==> config.mk <==
export PLATFORM = sky130hd
export DESIGN_NAME = rr_sink_queue
export DESIGN_NICKNAME = d
export VERILOG_FILES = /design/src/rtl/rr_sink_pkg.sv /design/src/rtl/rr_fifo.sv /design/src/rtl/rr_nack_gen.sv /design/src/rtl/rr_sink_queue.sv
export SDC_FILE = /design/constraint.sdc
export NUM_CORES = 1
export LEC_CHECK = 0
export BUFFER_PORTS_ARGS = -buffer_cell sky130_fd_sc_hd__buf_4
export CAP_MARGIN = 10
export CORE_ASPECT_RATIO = 1.1
export CORE_UTILIZATION = 45
export CTS_BUF_LIST = sky130_fd_sc_hd__clkbuf_8 sky130_fd_sc_hd__clkbuf_16
export DETAILED_ROUTE_END_ITERATION = 8
export HOLD_SLACK_MARGIN = 0.05
export PLACE_DENSITY_LB_ADDON = 0.12
export SLEW_MARGIN = 20
export SYNTH_ARGS = -nofsm -noshare
export SYNTH_HDL_FRONTEND = slang
export SYNTH_HIERARCHICAL = 1
export SYNTH_SLANG_ARGS = --single-unit
==> constraint.sdc <==
create_clock -name clk_i -period 8.43 [get_ports clk_i]
set_input_delay 0.843 -clock clk_i [delete_from_list [all_inputs] [get_ports clk_i]]
set_output_delay 0.843 -clock clk_i [all_outputs]
set_load 0.02 [all_outputs]
==> src/rtl/rr_sink_pkg.sv <==
package rr_sink_pkg;
  typedef enum logic {
    KIND_REQ = 1'b0,
    KIND_RPL = 1'b1
  } pkt_kind_e;

  function automatic int req_slots(int k, int p);
    return k * (p - 1);
  endfunction

  function automatic int rpl_slots(int k);
    return k;
  endfunction
endpackage

==> src/rtl/rr_fifo.sv <==
module rr_fifo #(
  parameter int DEPTH = 2,
  parameter int W     = 8,
  localparam int CW   = $clog2(DEPTH + 1),
  localparam int PW   = (DEPTH > 1) ? $clog2(DEPTH) : 1
) (
  input  logic          clk_i,
  input  logic          rst_ni,
  input  logic          push_i,
  input  logic [W-1:0]  push_data_i,
  input  logic          pop_i,
  output logic          valid_o,
  output logic [W-1:0]  head_o,
  output logic [CW-1:0] count_o,
  output logic          empty_o,
  output logic          full_o
);
  logic [W-1:0]  mem_q [DEPTH];
  logic [PW-1:0] wr_q, rd_q;
  logic [CW-1:0] cnt_q;
  logic          push_ok, pop_ok;

  assign full_o  = (cnt_q == CW'(DEPTH));
  assign empty_o = (cnt_q == '0);
  assign push_ok = push_i && !full_o;
  assign pop_ok  = pop_i && !empty_o;

  function automatic logic [PW-1:0] nxt(logic [PW-1:0] p);
    return (p == PW'(DEPTH - 1)) ? '0 : p + PW'(1);
  endfunction

  always_ff @(posedge clk_i or negedge rst_ni) begin
    if (!rst_ni) begin
      wr_q  <= '0;
      rd_q  <= '0;
      cnt_q <= '0;
    end else begin
      if (push_ok) wr_q <= nxt(wr_q);
      if (pop_ok)  rd_q <= nxt(rd_q);
      unique case ({push_ok, pop_ok})
        2'b10:   cnt_q <= cnt_q + CW'(1);
        2'b01:   cnt_q <= cnt_q - CW'(1);
        default: cnt_q <= cnt_q;
      endcase
    end
  end

  always_ff @(posedge clk_i) begin
    if (push_ok) mem_q[wr_q] <= push_data_i;
  end

  assign valid_o = !empty_o;
  assign head_o  = mem_q[rd_q];
  assign count_o = cnt_q;
endmodule

==> src/rtl/rr_nack_gen.sv <==
module rr_nack_gen #(
  parameter int SRC_W = 3
) (
  input  logic             clk_i,
  input  logic             rst_ni,
  input  logic             reject_i,
  input  logic [SRC_W-1:0] src_i,
  output logic             nack_valid_o,
  output logic [SRC_W-1:0] nack_src_o
);
  always_ff @(posedge clk_i or negedge rst_ni) begin
    if (!rst_ni) begin
      nack_valid_o <= 1'b0;
      nack_src_o   <= '0;
    end else begin
      nack_valid_o <= reject_i;
      if (reject_i) nack_src_o <= src_i;
    end
  end
endmodule

==> src/rtl/rr_sink_queue.sv <==
module rr_sink_queue
  import rr_sink_pkg::*;
#(
  parameter int K      = 2,
  parameter int P      = 8,
  parameter int DATA_W = 16,
  localparam int SRC_W  = (P > 1) ? $clog2(P) : 1,
  localparam int RQ_D   = req_slots(K, P),
  localparam int RP_D   = rpl_slots(K),
  localparam int RQ_CW  = $clog2(RQ_D + 1),
  localparam int RP_CW  = $clog2(RP_D + 1),
  localparam int PKT_W  = SRC_W + DATA_W
) (
  input  logic              clk_i,
  input  logic              rst_ni,
  input  logic              net_valid_i,
  output logic              net_ready_o,
  input  logic              net_kind_i,
  input  logic [SRC_W-1:0]  net_src_i,
  input  logic [DATA_W-1:0] net_data_i,
  output logic              req_valid_o,
  input  logic              req_ready_i,
  output logic [SRC_W-1:0]  req_src_o,
  output logic [DATA_W-1:0] req_data_o,
  output logic [RQ_CW-1:0]  req_count_o,
  output logic              req_empty_o,
  output logic              req_full_o,
  output logic              rpl_valid_o,
  input  logic              rpl_ready_i,
  output logic [SRC_W-1:0]  rpl_src_o,
  output logic [DATA_W-1:0] rpl_data_o,
  output logic [RP_CW-1:0]  rpl_count_o,
  output logic              rpl_empty_o,
  output logic              rpl_full_o,
  output logic              nack_valid_o,
  output logic [SRC_W-1:0]  nack_src_o
);
  logic             is_req, is_rpl, reject;
  logic [PKT_W-1:0] pkt, req_head, rpl_head;

  // Input never stalls; overflowing requests go to the reject path.
  assign net_ready_o = 1'b1;
  assign pkt    = {net_src_i, net_data_i};
  assign is_req = net_valid_i && (pkt_kind_e'(net_kind_i) == KIND_REQ);
  assign is_rpl = net_valid_i && (pkt_kind_e'(net_kind_i) == KIND_RPL);
  assign reject = is_req && req_full_o;

  rr_fifo #(.DEPTH(RQ_D), .W(PKT_W)) u_req_q (
    .clk_i       (clk_i),
    .rst_ni      (rst_ni),
    .push_i      (is_req),
    .push_data_i (pkt),
    .pop_i       (req_ready_i),
    .valid_o     (req_valid_o),
    .head_o      (req_head),
    .count_o     (req_count_o),
    .empty_o     (req_empty_o),
    .full_o      (req_full_o)
  );

  rr_fifo #(.DEPTH(RP_D), .W(PKT_W)) u_rpl_q (
    .clk_i       (clk_i),
    .rst_ni      (rst_ni),
    .push_i      (is_rpl),
    .push_data_i (pkt),
    .pop_i       (rpl_ready_i),
    .valid_o     (rpl_valid_o),
    .head_o      (rpl_head),
    .count_o     (rpl_count_o),
    .empty_o     (rpl_empty_o),
    .full_o      (rpl_full_o)
  );

  rr_nack_gen #(.SRC_W(SRC_W)) u_nack (
    .clk_i        (clk_i),
    .rst_ni       (rst_ni),
    .reject_i     (reject),
    .src_i        (net_src_i),
    .nack_valid_o (nack_valid_o),
    .nack_src_o   (nack_src_o)
  );

  assign {req_src_o, req_data_o} = req_head;
  assign {rpl_src_o, rpl_data_o} = rpl_head;
endmodule

==> flow_summary.toml, run 1 <==
[finish]
mostFrequentLayoutCell = "edfxtp_1"
mostFrequentLayoutCells = "304 x edfxtp_1, 99 x buf_4, 77 x mux2i_1"
nets = 795
drive_above_1_share_pct = 28.43
final_util_pct = 53.35
area_growth_pct = 16.50
antennaDiodeCount = 0

[routing]
first_pass_iters = 5
vias_per_cell = 5.504
antenna_left = 0
vias = 6335
drc = 0
dr.first_iter.drc_count = 453
drt-total-wl_um = 27050
drt-wirelength-per-cell_um = 23.50

[worst_setup_path]
rr_startpoint = "u_req_q/count_o[0]"
rr_worst_depth = 7
r2r_end = "u_req_q/count_o[3]"
cp-end-kind = "output port"
regToRegSetupSlack_ps = 5590
critical_path_arrival_ps = 3340
critPathKind = "flip-flop to output port"
critPathLaunchType = "flip-flop"
critPathMaxFanout = 35
cp.required_ps = 7590

[place]
place_congestion = 0.7499
port_buffers = 78
hpwl_um = 16080
post-place-ws_ps = 4715

[clock_tree]
htreeDepth = 2
cts_num_sinks = 324
clock_path_buffers = 3
cts-root-buf = "clkbuf_16"
cts_made_buffers = 34
cts_hold_buf = 0
cts_setup_buffers = 0
clk_pin_slew_worst_paths_ps = 60
cts_tree = "built"
insertion_delay_ps = 510
cts_resized = 0

[timing]
maxSlewViolCount = 0
worst_pin_slew_ps = 980.5
fmax_mhz = 239.2
hold_viol_final = 0
fin_worst_skew_ps = 19.15
setup_ws_ps = 4249
setup_viol = 0
relSlewSlack_pct = 34.57
min_period_over_period_pct = 49.60
rsz0062_at_grt = "false"
tns_ps = 0
layout_min_cycle_time_ps = 4181

[global_route]
antenna_found_initial = 0
grtUsageTotal_pct = 19.41
grt_max_degree = 45
grt_pass1_vias = 6616
grt_first_pass_wirelength_um = 40760
overflow = 0

[synthesis]
synth-edff-count = 304
yosysTopAreaCell = "edfxtp_1"
yosysSeqAreaShare_pct = 75.67
async_flop_share_pct = 6.173
synth.cell_area_mm2 = 0.01272
synthTopCellsByArea = "edfxtp_1 72%, mux4_2 6.2%, mux2i_1 6.1%"
syn_nets = 697
synth-main-ff-cell = "edfxtp_1"
synth_top_area_share_pct = 71.74
syn_avg_cell_area_um2 = 19.08
synth_cells = 667
ys_types = 47
synth-seq-cells = 324
yosys_warnings = 6

[hold_path]
hold_path_class = "input pin to async pin"

[power_and_ir_drop]
ir_worst_vdd_mv = 0.2162
leakagePower_nw = 5.137
finalPower_w = 0.004953
p_per_area_mw_per_mm2 = 334.1

[outcome]
status = "complete, no violations"

[floorplan]
die_x_um = 162.3
fp.coreArea_mm2 = 0.02779
fp.dieH_um = 178.4
num_rows = 64
ios = 80
start_util_pct = 45.79
die-area_mm2 = 0.02895

[run]
drv_cap = 0
critical path: stages, from the launching register on:
cell and delay (ps):
dfrtp_4 790, buf_4 670, mux4_2 590, mux2i_1 310, o21ai_0 230, buf_4 220
stage by stage:
step                hold WS [ps]  cell area (um^2)  cells
detailed placement         504.4             13790   1092
global placement           494.8             13790   1092
CTS                        209.8             14820   1151
finish                     224.9             14820   1151
global route               220.1             14820   1151
floorplan                  460.4             12720    667
where the power goes:
group / leakage (nW) / switching (W) / internal [W] / total (W)
registers: 2.99 / 0.000167 / 0.00190 / 0.00207
logic: 1.60 / 0.000831 / 0.000663 / 0.00149
clock network: 0.550 / 0.000573 / 0.000817 / 0.00139
how the worst max path moves through the flow:
stage                    startpoint             endpoint  slack [ps]
finish              u_req_q/rd_q[0]        req_data_o[0]        4250
CTS                 u_req_q/rd_q[0]        req_data_o[0]        4180
global route        u_req_q/rd_q[0]        req_data_o[1]        4000
detailed placement  u_req_q/rd_q[0]        req_data_o[0]        4710
global placement    u_req_q/rd_q[0]        req_data_o[0]        4750
floorplan                net_kind_i  u_req_q/mem_q[1][0]        4860
logic make-up (layout without fill, tap and decap cells):
logic type      after synthesis  after routing  share of synthesized area [%]
flops                       324            324                          75.67
mux                         137            137                          14.82
simple gates                 91             91                          3.717
compound gates               53             53                          2.625
buf+inv                      47            168                          1.967
xor+xnor                      9              9                         0.6194
fa+ha+maj                     5              5                         0.5507
other cells                   1              1                        0.02947
layer usage:
layer / global-route usage (%) / wire (um)
met5: 0 / 0
met3: 3.023 / 1123
met1: 28.16 / 12620
met4: 5.189 / 521
met2: 30.61 / 12790
area by class of cell:
class / count / area (um^2)
clock buffers: 36 / 889.6
clock inverters: 23 / 145.1
fillers: 2217 / 12960
inverters: 10 / 37.54
multi-input cells: 296 / 2917
flip-flops and latches: 324 / 9638
well taps: 363 / 454.2
repair buffers: 99 / 743.2
state kept, by name, indices dropped and copies added (netlist names):
signal,cells
u_nack/nack_src_o,3
u_nack/nack_valid_o,1
u_req_q/count_o,4
u_req_q/mem_q,266
u_req_q/rd_q,4
u_req_q/wr_q,4
u_rpl_q/count_o,2
u_rpl_q/mem_q,38
u_rpl_q/rd_q,1
u_rpl_q/wr_q,1
Yosys cell counts (5+ instances only):
| cell type | instances |
|---|---|
| buf_2 | 16 |
| xnor2_1 | 5 |
| a22oi_1 | 19 |
| buf_6 | 5 |
| dfrtp_1 | 20 |
| nand2_1 | 25 |
| nor2_1 | 11 |
| o21ai_1 | 6 |
| o21ai_0 | 22 |
| nand3_1 | 21 |
| edfxtp_1 | 304 |
| clkbuf_1 | 9 |
| mux4_2 | 35 |
| mux2i_1 | 77 |
| mux2_2 | 22 |
| inv_1 | 10 |
| nor3_1 | 7 |
No activity file was read; power rests on OpenSTA's default activity.
==> run 2: changes to the inputs <==
- clock period: 8.43 -> 4.3 ns (I/O delays scaled with it)
==> flow_summary.toml, run 2 (same netlist as run 1, synthesis figures left out) <==
[clock_tree]
cts_hold_buf = 1
cts_tree = "built"
htreeDepth = 2
cts_num_sinks = 324
clk_pin_slew_worst_paths_ps = 60
cts_made_buffers = 34
insertion_delay_ps = 500
cts_resized = 0
clock_path_buffers = 3
cts_setup_buffers = 0
cts-root-buf = "clkbuf_16"

[power_and_ir_drop]
finalPower_w = 0.009815
p_switching_w = 0.003134
p_seq_share_pct = 42.0
internal_power_w = 0.006682
p_sw_share_pct = 31.93
clock_power_share_pct = 28.1
p_per_area_mw_per_mm2 = 659.2
leakagePower_nw = 5.156
ir_worst_vdd_mv = 0.4032
power.share.combinational_pct = 29.9

[routing]
vias = 6454
drc = 0
vias_per_cell = 5.598
dr.first_iter.drc_count = 470
first_pass_iters = 5
drt-total-wl_um = 28050
drt-wirelength-per-cell_um = 24.33
antenna_left = 0

[finish]
drive_above_1_share_pct = 29.37
largest_reg_flops = 266
fin_area_mm2 = 0.01489
antennaDiodeCount = 0
stdcell_count = 1153
area_growth_pct = 17.01
top_register = "u_req_q/mem_q"
mostFrequentLayoutCells = "304 x edfxtp_1, 96 x buf_4, 77 x mux2i_1"
mostFrequentLayoutCell = "edfxtp_1"
nets = 795
largestRegisters = "u_req_q/mem_q x266, u_rpl_q/mem_q x38"

[timing]
fmax_mhz = 305.5
rsz0062_at_grt = "false"
worst_pin_slew_ps = 990.1
setup_viol = 0
maxSlewViolCount = 0
tns_ps = 0
fin_worst_skew_ps = 7.572
hold_viol_final = 0
layout_min_cycle_time_ps = 3273
min_period_over_period_pct = 76.11
relSlewSlack_pct = 33.83

[worst_setup_path]
critPathCapture = "req_data_o[10]"
regToRegSetupSlack_ps = 1430
rr_startpoint = "u_req_q/count_o[0]"
rr_worst_depth = 7
r2r_end = "u_req_q/count_o[3]"
critPathKind = "flip-flop to output port"
critPathLaunch = "u_req_q/rd_q[0]"
max_stage_delay_ps = 680
path_cells = "buf_12, mux4_2, mux2i_1, o21ai_0, buf_4"
cp_slowest_cell = "dfrtp_4"
critical_path_arrival_ps = 2840
cp-end-kind = "output port"
cp.required_ps = 3870
critPathLaunchType = "flip-flop"
critPathMaxFanout = 44

[floorplan]
num_rows = 64
die_x_um = 162.3
ios = 80
fp.coreArea_mm2 = 0.02779
die-area_mm2 = 0.02895
start_util_pct = 45.79
fp.dieH_um = 178.4

[global_route]
antenna_found_initial = 0
overflow = 0
grt_first_pass_wirelength_um = 41630
grt_pass1_vias = 6636
grt_max_degree = 45
grtUsageTotal_pct = 20.13

[place]
hpwl_um = 16370
port_buffers = 78
dp.cells = 1091
placed_area_mm2 = 0.01381
place_congestion = 0.7217

[run]
drv_cap = 0

[outcome]
status = "complete, no violations"

[hold_path]
hold_path_class = "input pin to flip-flop"
## run 2: power by group through the flow
| stage | Sequential [W] | Clock (W) | Combinational [W] |
|---|---|---|---|
| after global routing | 0.00416 | 0.00295 | 0.00314 |
| after global placement | 0.00416 | 0 | 0.00293 |
| final | 0.00412 | 0.00276 | 0.00294 |
| after detailed placement | 0.00419 | 0 | 0.00296 |
| after floorplan | 0.00392 | 0 | 0.00212 |
| after CTS | 0.00412 | 0.00282 | 0.00297 |
## run 2: routing by layer
| metal | GRT usage [%] | share of wire [%] | vias to the layer above |
|---|---|---|---|
| met5 | 0 | 0 | - |
| met4 | 6.250 | 2.3 | 0 |
| met3 | 3.581 | 4.5 | 41 |
| met2 | 32.39 | 48 | 192 |
| met1 | 27.99 | 45 | 3375 |
| li1 | - | - | 2846 |
## run 2: area by class of cell
| type | instances | area (um^2) |
|---|---|---|
| timing repair buffer | 99 | 770.7 |
| fill | 2192 | 12900 |
| tap | 363 | 454.2 |
| sequential | 324 | 9638 |
| clock inverter | 23 | 127.6 |
| clock buffer | 38 | 939.7 |
| inverter | 10 | 37.54 |
| multi-input combinational | 296 | 2922 |
## run 2: critical path: cells and delay by family, from the launching register on
family | cells | cell delay [ps]
DFF | 1 | 680
buffers and inverters | 2 | 650
AOI/OAI and AO/OA | 1 | 230
muxes | 2 | 760
## run 2: through the flow
step | setup slack, ps | hold WS [ps] | util, %
2_1_floorplan | 1042 | 134.4 | -
3_3_place_gp | 1510 | 345.0 | 49.69
3_5_place_dp | 1483 | 353.1 | 49.69
4_1_cts | 975.5 | 210.7 | 53.57
5_1_grt | 869.7 | 225.5 | 53.58
6_report | 1027 | 228.4 | 53.58
## run 2: how the worst min path moves through the flow
stage / start / end / slack, ps / cells after the start
finish: rpl_ready_i / u_rpl_q/rd_q / 230 / 3
CTS: rpl_ready_i / u_rpl_q/rd_q / 210 / 3
detailed placement: rst_ni / u_nack/nack_src_o[2] / 350 / 1
global placement: rst_ni / u_nack/nack_src_o[0] / 350 / 1
floorplan: rst_ni / u_nack/nack_src_o[0] / 130 / 0
global route: rpl_ready_i / u_rpl_q/rd_q / 230 / 3
